==> src/rtl/pe_status_pkg.sv <==
package pe_status_pkg;
  localparam int unsigned POLL_POS = 7;
  localparam int unsigned TOG_POS  = 6;
  localparam int unsigned ERR_POS  = 5;
  localparam int unsigned TMO_POS  = 3;
  localparam int unsigned MIN_W    = 8;

  typedef enum logic {
    TGT_EEPROM = 1'b0,
    TGT_FLASH  = 1'b1
  } tgt_e;
endpackage

==> src/rtl/pe_poll_toggle.sv <==
module pe_poll_toggle #(
  parameter logic TOG_INIT = 1'b0
) (
  input  logic clk_i,
  input  logic rst_ni,
  input  logic busy_i,
  input  logic rd_stb_i,
  input  logic wr_d7_i,
  output logic poll_o,
  output logic tog_o
);
  logic tog_q, tog_d, tog_en;

  always_comb begin
    tog_en = busy_i & rd_stb_i;
    tog_d  = ~tog_q;
  end

  always_ff @(posedge clk_i or negedge rst_ni) begin
    if (!rst_ni) begin
      tog_q <= TOG_INIT;
    end else if (tog_en) begin
      tog_q <= tog_d;
    end
  end

  always_comb begin
    poll_o = busy_i ? ~wr_d7_i : wr_d7_i;
    tog_o  = tog_q;
  end

  AST_TOG_FLIP: assert property (@(posedge clk_i) disable iff (!rst_ni)
    (busy_i && rd_stb_i) |=> (tog_o != $past(tog_o)));
  AST_TOG_HOLD: assert property (@(posedge clk_i) disable iff (!rst_ni)
    (!busy_i || !rd_stb_i) |=> $stable(tog_o));
endmodule

==> src/rtl/pe_flag_track.sv <==
module pe_flag_track (
  input  logic clk_i,
  input  logic rst_ni,
  input  logic busy_i,
  input  logic fail_i,
  input  logic clr_i,
  input  logic win_closed_i,
  output logic err_o,
  output logic tmo_o
);
  logic err_q, err_d;
  logic tmo_q, tmo_d;

  always_comb begin
    err_d = err_q;
    if (fail_i) begin
      err_d = 1'b1;
    end else if (clr_i) begin
      err_d = 1'b0;
    end
    tmo_d = tmo_q;
    if (!busy_i) begin
      tmo_d = 1'b0;
    end else if (win_closed_i) begin
      tmo_d = 1'b1;
    end
  end

  always_ff @(posedge clk_i or negedge rst_ni) begin
    if (!rst_ni) begin
      err_q <= 1'b0;
      tmo_q <= 1'b0;
    end else begin
      err_q <= err_d;
      tmo_q <= tmo_d;
    end
  end

  assign err_o = err_q;
  assign tmo_o = tmo_q;

  AST_ERR_STICKY: assert property (@(posedge clk_i) disable iff (!rst_ni)
    (err_o && !clr_i) |=> err_o);
  AST_ERR_SET: assert property (@(posedge clk_i) disable iff (!rst_ni)
    fail_i |=> err_o);
  AST_TMO_DROP: assert property (@(posedge clk_i) disable iff (!rst_ni)
    !busy_i |=> !tmo_o);
endmodule

==> src/rtl/pe_word_pack.sv <==
module pe_word_pack
  import pe_status_pkg::*;
#(
  parameter int unsigned DATA_W = 8
) (
  input  logic              tgt_flash_i,
  input  logic              poll_i,
  input  logic              tog_i,
  input  logic              err_i,
  input  logic              tmo_i,
  output logic [DATA_W-1:0] status_o
);
  tgt_e tgt;

  always_comb begin
    tgt = tgt_e'(tgt_flash_i);
    status_o           = '0;
    status_o[POLL_POS] = poll_i;
    status_o[TOG_POS]  = tog_i;
    if (tgt == TGT_FLASH) begin
      status_o[ERR_POS] = err_i;
      status_o[TMO_POS] = tmo_i;
    end
  end
endmodule

==> src/rtl/pe_status_word.sv <==
module pe_status_word
  import pe_status_pkg::*;
#(
  parameter int unsigned DATA_W   = 8,
  parameter logic        TOG_INIT = 1'b0
) (
  input  logic              clk_i,
  input  logic              rst_ni,
  input  logic              busy_i,
  input  logic              tgt_flash_i,
  input  logic              wr_d7_i,
  input  logic              fail_i,
  input  logic              clr_err_i,
  input  logic              win_closed_i,
  input  logic              rd_stb_i,
  output logic [DATA_W-1:0] status_o
);
  localparam int unsigned SYNC_N = 2;

  logic [SYNC_N-1:0] rst_sync_q;
  logic              rst_n_int;
  logic              poll, tog, err, tmo;

  always_ff @(posedge clk_i or negedge rst_ni) begin
    if (!rst_ni) begin
      rst_sync_q <= '0;
    end else begin
      rst_sync_q <= {rst_sync_q[SYNC_N-2:0], 1'b1};
    end
  end
  assign rst_n_int = rst_sync_q[SYNC_N-1];

  pe_poll_toggle #(.TOG_INIT(TOG_INIT)) u_poll (
    .clk_i   (clk_i),
    .rst_ni  (rst_n_int),
    .busy_i  (busy_i),
    .rd_stb_i(rd_stb_i),
    .wr_d7_i (wr_d7_i),
    .poll_o  (poll),
    .tog_o   (tog)
  );

  pe_flag_track u_flags (
    .clk_i       (clk_i),
    .rst_ni      (rst_n_int),
    .busy_i      (busy_i),
    .fail_i      (fail_i),
    .clr_i       (clr_err_i),
    .win_closed_i(win_closed_i),
    .err_o       (err),
    .tmo_o       (tmo)
  );

  pe_word_pack #(.DATA_W(DATA_W)) u_pack (
    .tgt_flash_i(tgt_flash_i),
    .poll_i     (poll),
    .tog_i      (tog),
    .err_i      (err),
    .tmo_i      (tmo),
    .status_o   (status_o)
  );

  AST_POLL_BUSY: assert property (@(posedge clk_i) disable iff (!rst_n_int)
    busy_i |-> (status_o[POLL_POS] != wr_d7_i));
  AST_POLL_DONE: assert property (@(posedge clk_i) disable iff (!rst_n_int)
    !busy_i |-> (status_o[POLL_POS] == wr_d7_i));
  AST_EE_QUIET: assert property (@(posedge clk_i) disable iff (!rst_n_int)
    !tgt_flash_i |-> (status_o[5:0] == 6'd0));
  AST_FLASH_SPARE: assert property (@(posedge clk_i) disable iff (!rst_n_int)
    tgt_flash_i |-> (status_o[4] == 1'b0 && status_o[2:0] == 3'd0));
endmodule

==> config.mk <==
export PLATFORM = sky130hd
export DESIGN_NAME = pe_status_word
export DESIGN_NICKNAME = d
export VERILOG_FILES = /design/src/rtl/pe_status_pkg.sv /design/src/rtl/pe_poll_toggle.sv /design/src/rtl/pe_flag_track.sv /design/src/rtl/pe_word_pack.sv /design/src/rtl/pe_status_word.sv
export SDC_FILE = /design/constraint.sdc
export NUM_CORES = 1
export LEC_CHECK = 0
export CAP_MARGIN = 25
export CORE_AREA = 8 8 45 47
export CTS_CLUSTER_DIAMETER = 80
export DETAILED_ROUTE_END_ITERATION = 6
export DIE_AREA = 0 0 53 55
export PLACE_DENSITY = 0.44
export SLEW_MARGIN = 20
export SYNTH_ARGS = -nofsm -noshare
export SYNTH_HDL_FRONTEND = slang
export SYNTH_HIERARCHICAL = 1
export SYNTH_SLANG_ARGS = --single-unit
==> constraint.sdc <==
create_clock -name clk_i -period 0.9 [get_ports clk_i]
set_clock_uncertainty 0.1 [all_clocks]
set_input_delay 0.18 -clock clk_i [delete_from_list [all_inputs] [get_ports clk_i]]
set_output_delay 0.18 -clock clk_i [all_outputs]
set_load 0.1 [all_outputs]
==> metrics.md, run 1 <==
| Metric | Value |
|---|---|
| GRT Overall Usage | `0.0445` |
| Largest area contributor in the netlist | `dfrtp_1` |
| Largest net degree at the start of global routing | `4` |
| Die Wd | `53 um` |
| R2R Setup Slk | `-0.07 ns` |
| Placer congestion estimate | `0.700` |
| Vias/cell | `3.16` |
| Clock Sinks | `5` |
| Area Growth Syn to Fin | `110%` |
| Crit path from | `u_flags/err_o` |
| Final Max Tran Viols | `0` |
| Ports | `17` |
| Layout cell share with drive strength beyond 1 | `0.436` |
| Drt total wl | `558 um` |
| Switching fraction of total power | `0.429` |
| H-tree depth | `1` |
| CTS max path bufs | `2` |
| Critical path destination | `status_o[5]` |
| CTS tree | `done` |
| FF-to-FF End | `u_flags/err_o` |
| Failing checks | `negative hold slack, negative setup slack` |
| R2r worst-path depth | `3` |
| Residual DRC | `0` |
| Sequential share of the synthesized area | `0.543` |
| Power per Cell Area | `2490 mW/mm2` |
| Initial antenna violation count | `0` |
| P_leak | `0.228 nW` |
| Post-DP HPWL | `446 um` |
| Setup TNS | `-0.897 ns` |
| Fin cells | `55` |
| # hold bufs at CTS | `1` |
| Int Power | `0.000686 W` |
| Total Nets Final | `49` |
| CP arrival | `0.91 ns` |
| Post-DRT Antenna Nets | `0` |
| Worst path required time | `0.62 ns` |
| FMAX | `0.838 GHz` |
| Avg Inst Size Synth | `11.0 um2` |
| I/O Buffers | `12` |
| Pre-antenna DRT Iters | `1` |
| Row cnt | `14` |
| Setup ws final | `-0.294 ns` |
| Ys Warns | `6` |
| Status | `finished, violations left` |
| Root buffer cell | `clkbuf_4` |
| Count of cell types in the netlist | `10` |
| Die footprint | `0.00292 mm2` |
| Number of CTS-inserted buffers | `3` |
| Crit Reg-Reg Startpoint | `u_flags/err_o` |
| Cells after synthesis | `21` |
| Part of the cycle the worst path needs | `1.33` |
| Vias in the first global route | `185` |
| Cell Area, Synth | `230 um2` |
| Unrepaired setup endpoints after global routing | `yes` |
| CP Max Fanout | `2` |
| Final Hold Viols | `3` |
| Clk network pwr share | `0.216` |
| First-iteration detailed-routing DRC count | `0` |
| Sw Pwr | `0.000516 W` |
| Final Power | `0.00120 W` |
| WL/cell | `10.1 um` |
| Skew-Pair Late Insertion Delay | `0.24 ns` |
| Minimum clock period | `1.19 ns` |
| Die H | `55 um` |
| First-pass GRT wire length | `848 um` |
| Top cells by area, synth | `dfrtp_1, buf_4, and2_1` |
| Max cap viols | `0` |
| Combinational power share | `0.538` |
| Worst min path class | `flip-flop to asynchronous set/reset pin` |
| N_diodes | `0` |
| Worst hold slack | `-0.0540 ns` |
| Share of the synthesized area in the top cell type | `0.543` |
| Worst vdd ir | `874 uV` |
| Fill count | `141` |
| Final setup violating endpoints | `5` |
| Setup Crit Path Kind | `flip-flop to output port` |
| Grt ovf | `0` |
| Initial Util | `0.166` |
| Post-synthesis sequential element count | `5` |
| Worst setup SP type | `flip-flop` |
| Crit path capture type | `output port` |
| Placed Cells | `48` |
| Vias | `174` |
| Clock transition at path regs | `0.05 ns` |
| Part of the power in registers | `0.246` |
| Core area | `0.00138 mm2` |
[layer usage]
layer,global-route usage,wire length [um]
met2,0.0527,243
met3,0.0294,69
met4,0.0517,0
met5,0,0
met1,0.0478,246
[power groups by stage]
stage | clock network (W) | registers [W] | logic (W)
6_report | 0.000260 | 0.000296 | 0.000646
4_1_cts | 0.000277 | 0.000291 | 0.000607
5_1_grt | 0.000302 | 0.000301 | 0.000668
3_5_place_dp | 0 | 0.000299 | 0.000555
2_1_floorplan | 0 | 0.000285 | 0.000430
3_3_place_gp | 0 | 0.000297 | 0.000555
[how the worst min path moves through the flow]
stage                                to  slack, ns  cells after the start
after floorplan           rst_sync_q[0]      -0.22                      0
after global placement    u_flags/err_o      -0.06                      0
after detailed placement  u_flags/err_o      -0.05                      0
after CTS                 u_flags/err_o      -0.05                      0
after global routing      u_flags/err_o      -0.04                      0
final                      u_poll/tog_o      -0.05                      0
[sequential cells by signal, indices dropped and copies added (netlist names)]
name           count
u_flags/tmo_o      1
rst_sync_q         2
u_flags/err_o      1
u_poll/tog_o       1
[through the flow]
stage,worst slack [ns],util,cell area (um2)
CTS,-0.338,0.335,464
finish,-0.294,0.349,483
floorplan,-0.0206,-,250
detailed placement,-0.529,0.287,397
global placement,-0.512,0.287,397
global route,-0.337,0.349,483
[synth_stat cells]
| cell | instances |
|---|---|
| xor2_1 | 1 |
| inv_1 | 1 |
| conb_1 | 2 |
| buf_4 | 6 |
| xnor2_1 | 1 |
| dfrtp_1 | 5 |
| nand2_1 | 1 |
| and2_1 | 2 |
| o21a_1 | 1 |
| a21o_1 | 1 |
[cell usage in the layout, fill, tap and decap left out, types with 2 or more instances in the layout]
cell,count
clkdlybuf4s50_1,5
buf_4,3
buf_12,4
conb_1,5
dfrtp_1,5
clkbuf_4,3
and2_4,2
buf_6,2
[cell type report]
type	instances	area, um2	area share
clock buffers	4	26.3	0.0544
inverters	1	3.75	0.00777
multi-input cells	12	98.8	0.205
flip-flops and latches	5	125	0.259
well taps	16	20.0	0.0415
repair buffers	17	209	0.433
[worst max-delay path, cell delays in order, from the launching register on]
cell     delay [ns]
dfrtp_1        0.37
and2_4         0.15
buf_12         0.16
[timing repair]
item | in CTS | in global routing
pin swaps | 3 | 3
setup endpoints to repair | 5 | 5
buffers inserted | 1 | 1
hold endpoints to repair | 5 | 3
resized for setup | 14 | 2
[cell families after synthesis]
group                     Yosys count  share of synthesized area
AOI/OAI and AO/OA                   2                     0.0652
xor gates and xnor gates            2                     0.0761
buffers and inverters               7                      0.212
DFF                                 5                      0.543
other                               2                     0.0326
and+or+nand+nor                     3                     0.0706
Note: power is estimated with default switching activity, not from simulation.
==> run 2, diff against run 1 <==
ABC_AREA = 0   (was unset)
==> results of run 2 <==
Same layout as run 1: the final DEF is identical, and so are final timing and power.
==> run 3, diff against run 2 <==
RECOVER_POWER = 25   (was unset)
==> results of run 3 <==
Same layout as run 1: the final DEF is identical, and so are final timing and power.
